===== src/rtl/pwm_meas_pkg.sv =====
package pwm_meas_pkg;
  typedef struct packed {
    logic rise;
    logic fall;
  } pwm_edge_t;
endpackage


===== src/rtl/pwm_sel_guard.sv =====
module pwm_sel_guard #(
  parameter int SEL_W = 3,
  parameter int SYNC_STAGES = 2,
  localparam int BW = $clog2(SYNC_STAGES + 1)
) (
  input  logic             clk,
  input  logic             rst_n,
  input  logic [SEL_W-1:0] sel,
  output logic             sel_changed,
  output logic             blanking
);
  logic [SEL_W-1:0] sel_q;
  logic [BW-1:0]    blank_cnt;

  assign sel_changed = (sel != sel_q);
  assign blanking    = (blank_cnt != '0);

  always_ff @(posedge clk or negedge rst_n) begin
    if (!rst_n) begin
      sel_q     <= '0;
      blank_cnt <= BW'(SYNC_STAGES);
    end else begin
      sel_q <= sel;
      if (sel_changed)
        blank_cnt <= BW'(SYNC_STAGES);
      else if (blanking)
        blank_cnt <= blank_cnt - 1'b1;
    end
  end
endmodule


===== src/rtl/pwm_src_sync.sv =====
module pwm_src_sync
  import pwm_meas_pkg::*;
#(
  parameter int N_SRC = 8,
  parameter int SEL_W = 3,
  parameter int SYNC_STAGES = 2
) (
  input  logic             clk,
  input  logic             rst_n,
  input  logic [SEL_W-1:0] sel,
  input  logic [N_SRC-1:0] src,
  input  logic             suppress,
  output pwm_edge_t        ev
);
  logic                   raw;
  logic [SYNC_STAGES-1:0] chain;
  logic                   prev;

  assign raw = src[sel];

  always_ff @(posedge clk or negedge rst_n) begin
    if (!rst_n) chain[0] <= 1'b0;
    else        chain[0] <= raw;
  end

  for (genvar g = 1; g < SYNC_STAGES; g++) begin : g_stage
    always_ff @(posedge clk or negedge rst_n) begin
      if (!rst_n) chain[g] <= 1'b0;
      else        chain[g] <= chain[g-1];
    end
  end

  always_ff @(posedge clk or negedge rst_n) begin
    if (!rst_n) prev <= 1'b0;
    else        prev <= chain[SYNC_STAGES-1];
  end

  always_comb begin
    ev.rise = !suppress &&  chain[SYNC_STAGES-1] && !prev;
    ev.fall = !suppress && !chain[SYNC_STAGES-1] &&  prev;
  end
endmodule


===== src/rtl/pwm_run_counter.sv =====
module pwm_run_counter #(
  parameter int CNT_W = 32
) (
  input  logic             clk,
  input  logic             rst_n,
  input  logic             zero,
  input  logic             restart,
  output logic [CNT_W-1:0] count
);
  localparam logic [CNT_W-1:0] TOP = '1;

  always_ff @(posedge clk or negedge rst_n) begin
    if (!rst_n)
      count <= '0;
    else if (zero)
      count <= '0;
    else if (restart)
      count <= CNT_W'(1);
    else if (count != TOP)
      count <= count + 1'b1;
  end
endmodule


===== src/rtl/pwm_phase_latch.sv =====
module pwm_phase_latch #(
  parameter int CNT_W = 32
) (
  input  logic             clk,
  input  logic             rst_n,
  input  logic             clear,
  input  logic             capture,
  input  logic [CNT_W-1:0] value,
  output logic [CNT_W-1:0] result
);
  always_ff @(posedge clk or negedge rst_n) begin
    if (!rst_n)       result <= '0;
    else if (clear)   result <= '0;
    else if (capture) result <= value;
  end
endmodule


===== src/rtl/pwm_pulse_meter.sv =====
module pwm_pulse_meter
  import pwm_meas_pkg::*;
#(
  parameter int N_SRC = 8,
  parameter int CNT_W = 32,
  parameter int SYNC_STAGES = 2,
  localparam int SEL_W = $clog2(N_SRC)
) (
  input  logic             clk,
  input  logic             rst_n,
  input  logic [SEL_W-1:0] src_sel,
  input  logic [N_SRC-1:0] src_in,
  output logic [CNT_W-1:0] high_len,
  output logic [CNT_W-1:0] low_len,
  output logic [CNT_W-1:0] since_edge
);
  logic      sel_changed;
  logic      blanking;
  pwm_edge_t ev;

  pwm_sel_guard #(.SEL_W(SEL_W), .SYNC_STAGES(SYNC_STAGES)) u_guard (
    .clk(clk), .rst_n(rst_n), .sel(src_sel),
    .sel_changed(sel_changed), .blanking(blanking)
  );

  pwm_src_sync #(.N_SRC(N_SRC), .SEL_W(SEL_W), .SYNC_STAGES(SYNC_STAGES)) u_sync (
    .clk(clk), .rst_n(rst_n), .sel(src_sel), .src(src_in),
    .suppress(sel_changed || blanking), .ev(ev)
  );

  pwm_run_counter #(.CNT_W(CNT_W)) u_cnt (
    .clk(clk), .rst_n(rst_n), .zero(sel_changed || blanking),
    .restart(ev.rise || ev.fall), .count(since_edge)
  );

  pwm_phase_latch #(.CNT_W(CNT_W)) u_high (
    .clk(clk), .rst_n(rst_n), .clear(sel_changed),
    .capture(ev.fall), .value(since_edge), .result(high_len)
  );

  pwm_phase_latch #(.CNT_W(CNT_W)) u_low (
    .clk(clk), .rst_n(rst_n), .clear(sel_changed),
    .capture(ev.rise), .value(since_edge), .result(low_len)
  );
endmodule


===== config.mk =====
export PLATFORM = sky130hd
export DESIGN_NAME = pwm_pulse_meter
export DESIGN_NICKNAME = d
export VERILOG_FILES = /design/src/rtl/pwm_meas_pkg.sv /design/src/rtl/pwm_sel_guard.sv /design/src/rtl/pwm_src_sync.sv /design/src/rtl/pwm_run_counter.sv /design/src/rtl/pwm_phase_latch.sv /design/src/rtl/pwm_pulse_meter.sv
export SDC_FILE = /design/constraint.sdc
export NUM_CORES = 1
export LEC_CHECK = 0
export CAP_MARGIN = 25
export CORE_MARGIN = 5
export CORE_UTILIZATION = 40
export CTS_CLUSTER_DIAMETER = 60
export DETAILED_ROUTE_END_ITERATION = 8
export PLACE_DENSITY_LB_ADDON = 0.15
export SYNTH_ARGS = -nofsm -noshare
export SYNTH_HDL_FRONTEND = slang
export SYNTH_HIERARCHICAL = 1
export SYNTH_SLANG_ARGS = --single-unit

===== constraint.sdc =====
create_clock -name clk -period 5.5 [get_ports clk]
set_input_delay 0.825 -clock clk [delete_from_list [all_inputs] [get_ports clk]]
set_output_delay 0.825 -clock clk [all_outputs]
set_load 0.01 [all_outputs]

==> results by group, run 1 <==
Floorplanning
  – Die H: 120 um
  – Die span in x: ~120 um
  – Core footprint: ~0.012 sq mm
  – Ports: 109
  – Die area: around 0.014 sq mm
  – FP Rows: 40
  – Initial core utilization: 40.6%

Worst hold path
  – Hold Path End: u_sync/chain[1]$_DFF_PN0_
  – HP Class: flop to flop
  – Hold depth: 0
  – Min-delay src: u_sync/chain[0]$_DFF_PN0_

Final layout
  – # diodes: 0
  – Area growth from synthesis to layout: 28.4%
  – Final net count: between 500 and 600
  – Final Cell Area: ~0.0062 sq mm
  – Layout cells sized above 1: 5.77%
  – Filler Cells Inserted: 1108

Clocking
  – CTS tree: yes
  – TritonCTS Buffers: 9
  – CTS sink count: 104
  – Clk slew on worst S/H paths: 0.07 ns
  – Post_cts resized: 0
  – H-tree lvl count: 3
  – CTS max path bufs: 2
  – Clock root buffer: clkbuf_16
  – Hold_buf cts: 0
  – Worst-Skew Late Latency: 0.34 ns
  – Post-CTS Setup Inserts: 0

Synth
  – Post-synthesis register bit count: 104
  – Commonest cells in the netlist: dfrtp_1 (103), nor2_1 (84), mux2i_1 (69), nand2_1 (21), a21oi_1 (16)
  – Netlist cell types: 45
  – Register area share after synthesis: between 50 and 60%
  – Cell taking the most area after synthesis: dfrtp_1
  – Synthesis Warnings: 6
  – Yosys top cell area share: between 50% and 60%
  – Mean Syn Cell Area: 11.2 sq um
  – EDFF count, synth: 0
  – Synth Cell Area: just under 0.005 sq mm
  – Most numerous cell in the Yosys netlist: dfrtp_1
  – Main synth FF type: dfrtp_1
  – Cells after Synth: around 430
  – Ys async rst share: 100%
  – Synth top area cells: dfrtp_1 (53%), mux2i_1 (14%), nor2_1 (6.5%)
  – Post-Syn Nets: about 450

Timing
  – Max Freq: ~0.32 GHz
  – Post-route clock period utilization: between 50% and 60%
  – Final clock skew: 0.00490 ns
  – Setup ws final: roughly 2.4 ns
  – Final Max Slew Viols: 0
  – Setup violators final: 0
  – Fin Setup TNS: 0 ns
  – Slew HR: approximately 46%
  – RSZ-0062 raised after global routing: false
  – Final Hold Vio Count: 0
  – Worst Max-Slew Pin Slew: between 0.8 and 0.9 ns
  – Crit path time final: about 3.1 ns

Critical path
  – Crit path kind: input port to flop
  – Slowest-stage cell, CP: or4_1
  – Path depth of the worst reg2reg path: 9
  – Critical Path Start Type: input port
  – Crit path required time: 5.78 ns
  – Data arrival, critical path: 3.40 ns
  – Max Fanout on Critical Path: 28
  – R2r setup slk: about 2.8 ns
  – Critical Path Max Stage Delay: approximately 0.57 ns
  – R2R Path Start: u_guard/blank_cnt[1]$_DFFE_PN1P_
  – RR Endpoint: u_cnt/count[4]$_DFFE_PN0P_
  – CP Buf/Inv Count: 1
  – Crit end category: flop
  – Top delay family on crit path: simple AND/OR/NAND/NOR gates
  – CP Cell Sequence: clkdlybuf4s50_1 -> xnor2_1 -> nand3_2 -> or2_1 -> nor3b_2 -> or2_1 -> or2_2 -> or4_1 -> nand2_1
  – CP most frequent cell: or2_1

Pwr
  – Leakage: 2.36 nW
  – Switch share: between 20% and 30%
  – Max VDD drop: 0.000169 V
  – Sequential Power Share: approximately 54%
  – Clock Power Share: 42.6%
  – Comb power frac: under 10%
  – Psw: between 0.3 and 0.4 mW
  – Overall Power: 1.44 mW
  – Power per standard cell area: 231 mW/mm^2
  – Internal power: 1.13 mW

Global routing
  – Number of global-route vias before repair: 3559
  – Total track usage: 16.3%
  – Total congestion overflow: 0
  – Largest net degree at the start of global routing: 67
  – Initial antenna violation count: 0
  – First-pass GRT wire length: 18800 um

Drt
  – Starting DRT DRC Count: 305
  – Via count: 3603
  – Remaining antenna violation count: 0
  – Drt first pass iters: 5
  – DRC violations left: 0
  – Via density: between 5 and 6
  – Wirelength per Cell: ~17 um
  – DRT Wirelength: between 10000 and 15000 um

Placed design
  – RD Place Congestion: roughly 0.77
  – Dpl cell area: 0.00594 sq mm
  – Dpl hpwl: around 8000 um
  – PortBufs: 108
  – Pre-CTS setup slack: roughly 2.0 ns

Outcome
  – Status: finished clean

Flow run
  – Max-Cap Viols: 0
[cells by family after synthesis]
group                    Yosys count  synth area share (%)
multiplexers                      72                  15.5
buffers and inverters             31                  4.95
XOR/XNOR                          14                  2.53
flip-flops                       104                  53.6
adder cells (fa/ha/maj)            2                 0.515
AO/OA/AOI/OAI                     40                  5.62
AND/OR/NAND/NOR                  171                  17.2
[power by group through the flow]
stage                     combinational (mW)  clock [mW]  sequential, mW
after floorplan                       0.0250           0           0.787
after global placement                0.0552           0           0.788
after CTS                             0.0569       0.634           0.773
after detailed placement              0.0569           0           0.788
after global routing                  0.0621       0.665           0.773
final                                 0.0546       0.614           0.773
[worst max-delay path by stage]
| stage | slack [ns] | start | cells after the start | endpoint |
|---|---|---|---|---|
| floorplan | 2.61 | src_sel[2] | 9 | u_cnt/count[12]$_DFFE_PN0P_ |
| global placement | 2.14 | src_sel[0] | 9 | u_cnt/count[4]$_DFFE_PN0P_ |
| global route | 2.24 | src_sel[2] | 9 | u_cnt/count[4]$_DFFE_PN0P_ |
| CTS | 2.40 | src_sel[2] | 9 | u_cnt/count[4]$_DFFE_PN0P_ |
| detailed placement | 2.05 | src_sel[0] | 9 | u_cnt/count[4]$_DFFE_PN0P_ |
| finish | 2.37 | src_sel[2] | 9 | u_cnt/count[4]$_DFFE_PN0P_ |
[through the flow]
stage          hold WS (ns)  util [%]  instances
2_1_floorplan         0.331         -        434
3_3_place_gp          0.333      49.7        668
3_5_place_dp          0.335      49.7        668
4_1_cts               0.350      52.1        684
5_1_grt               0.372      52.1        684
6_report              0.349      52.1        684
[cells in the final DEF (no fill, tap or decap), drive strengths merged, types with 9 or more instances in the layout]
cell / instances
clkbuf: 14
xnor2: 9
nand3: 11
clkdlybuf4s50: 107
a21oi: 16
or3: 12
dfrtp: 103
nor2: 84
mux2i: 69
nand2: 21
[registers in the layout, indices dropped and copies added, names as in the netlist]
signal and flops:
u_sync/prev 1, u_cnt/count 32, u_guard/blank_cnt 2, u_guard/sel_q 3
u_high/result 32, u_low/result 32, u_sync/chain 2
[layer usage]
metal  up-vias  GRT usage [%]  routed length [um]
met3         5           4.43                 706
met2        94           26.1                5580
li1       1728              -                   -
met4         0           4.94                  94
met5         -              0                   0
met1      1776           21.8                5270
[cell type report]
class,instances,area (sq um),area share (%)
well taps,147,184,2.95
clock inverters,2,12.5,0.201
repair buffers,112,1110,17.8
clock buffers,14,274,4.40
inverters,6,22.5,0.361
flip-flops and latches,104,2600,41.8
multi-input cells,299,2030,32.5
Note: power is estimated with default switching activity, not from simulation.
==> inputs of run 2 (changes only) <==
clock period = 3 ns   (was 5.5 ns; I/O delays follow)
==> results by group, run 2 (same netlist as run 1, synthesis figures left out) <==
Floorplanning
  – Core footprint: 0.0120 sq mm
  – Initial core utilization: 40.6%
  – Ports: 109
  – Die span in x: roughly 120 um
  – Die area: 0.0144 sq mm
  – Die H: around 120 um
  – FP Rows: 40

Timing
  – RSZ-0062 raised after global routing: false
  – Final Max Slew Viols: 0
  – Setup ws final: 0.554 ns
  – Worst Max-Slew Pin Slew: just over 0.8 ns
  – Crit path time final: about 2.4 ns
  – Max Freq: 0.409 GHz
  – Setup violators final: 0
  – Final Hold Vio Count: 0
  – Fin Setup TNS: 0 ns
  – Post-route clock period utilization: 81.5%
  – Slew HR: 45.6%
  – Final clock skew: 0.00750 ns

Clocking
  – Clk slew on worst S/H paths: 0.06 ns
  – Post_cts resized: 0
  – Hold_buf cts: 0
  – Clock root buffer: clkbuf_16
  – CTS tree: yes
  – TritonCTS Buffers: 9
  – Worst-Skew Late Latency: between 0.3 and 0.4 ns
  – Post-CTS Setup Inserts: 0
  – CTS max path bufs: 2
  – CTS sink count: 104
  – H-tree lvl count: 3

Critical path
  – Crit path kind: input port to flop
  – Crit end category: flop
  – Worst Setup SP: src_sel[0]
  – Crit path required time: 3.24 ns
  – Critical Path Start Type: input port
  – Max Fanout on Critical Path: 9
  – R2R Path Start: u_cnt/count[15]$_DFFE_PN0P_
  – Data arrival, critical path: about 2.7 ns

Pwr
  – Max VDD drop: 0.000211 V
  – Internal power: 2.11 mW
  – Psw: 0.565 mW
  – Leakage: about 2.4 nW
  – Clock Power Share: 43.2%
  – Power per standard cell area: 422 mW/mm^2
  – Comb power frac: 3.9%
  – Overall Power: 2.68 mW
  – Sequential Power Share: 52.9%
  – Switch share: 21.1%

Global routing
  – Largest net degree at the start of global routing: 67
  – First-pass GRT wire length: 19200 um
  – Initial antenna violation count: 0
  – Total track usage: 16.7%
  – Number of global-route vias before repair: 3659
  – Total congestion overflow: 0

Final layout
  – Most common cell after layout, fill and taps aside: clkdlybuf4s50_1
  – Largest regs: u_cnt/count: 32 flops, u_high/result: 32 flops, u_low/result: 32 flops
  – Final Non-Filler Cells: about 700
  – Area growth from synthesis to layout: 30.8%
  – # diodes: 0
  – Final Util: 53.1%
  – Commonest non-fill, non-tap cells in the layout: clkdlybuf4s50_1 (107), dfrtp_1 (103), nor2_1 (84)
  – Layout cells sized above 1: 8.00%
  – Final net count: approximately 560

Placed design
  – PortBufs: 108
  – RD Place Congestion: around 0.77
  – Post-Place Cells: 682
  – Pre-CTS setup slack: between 0.15 and 0.2 ns
  – Dpl hpwl: 8010 um

Drt
  – Via density: 5.21
  – Via count: about 3600
  – Remaining antenna violation count: 0
  – Starting DRT DRC Count: 200
  – DRT Wirelength: 11700 um
  – DRC violations left: 0
  – Drt first pass iters: 4
  – Wirelength per Cell: between 15 and 20 um

Worst hold path
  – HP Class: input port to async pin

Flow run
  – Max-Cap Viols: 0

Outcome
  – Status: finished clean
==> run 2: area by class of cell <==
type | count | area (sq um)
repair buffers | 126 | 1230
flip-flops and latches | 104 | 2600
multi-input cells | 299 | 2030
well taps | 147 | 184
clock buffers | 12 | 246
inverters | 6 | 22.5
clock inverters | 3 | 42.5
fillers | 1096 | 5610
==> run 2: final timing paths <==
path                                           endpoint  slack (ns)  cells after the start
min in group clk              u_sync/chain[1]$_DFF_PN0_        0.35                      0
max                         u_cnt/count[22]$_DFFE_PN0P_        0.55                     10
max reg2reg                  u_cnt/count[0]$_DFFE_PN0P_        0.56                      6
min                        u_high/result[4]$_DFFE_PN0P_        0.19                      1
min reg2reg                   u_sync/chain[1]$_DFF_PN0_        0.35                      0
max in group asynchronous   u_cnt/count[24]$_DFFE_PN0P_        2.05                      2
==> run 2: power by group through the flow <==
stage | Sequential [mW] | Combinational (mW) | Clock, mW
global route | 1.42 | 0.119 | 1.25
detailed placement | 1.44 | 0.108 | 0
floorplan | 1.44 | 0.0459 | 0
finish | 1.42 | 0.104 | 1.16
global placement | 1.44 | 0.106 | 0
CTS | 1.42 | 0.108 | 1.20
==> run 2: layer usage <==
metal	GRT usage, %	wire length (um)
met5	0	0
met4	6.51	201
met3	4.15	648
met2	26.2	5400
met1	22.2	5450
==> run 2: worst max-delay path, cell delays in order <==
cell and delay, ns:
clkdlybuf4s50_1 0.57, xnor2_1 0.16, nand3_2 0.09, or2_1 0.27, nor3b_2 0.29, or2_1 0.16
or2_2 0.21, buf_4 0.19, nor2_1 0.05, a31o_2 0.25
==> run 2: through the flow <==
stage	area [sq um]	hold WS, ns
detailed placement	6060	0.340
CTS	6350	0.207
finish	6350	0.187
global placement	6060	0.333
floorplan	4850	0.154
global route	6350	0.244
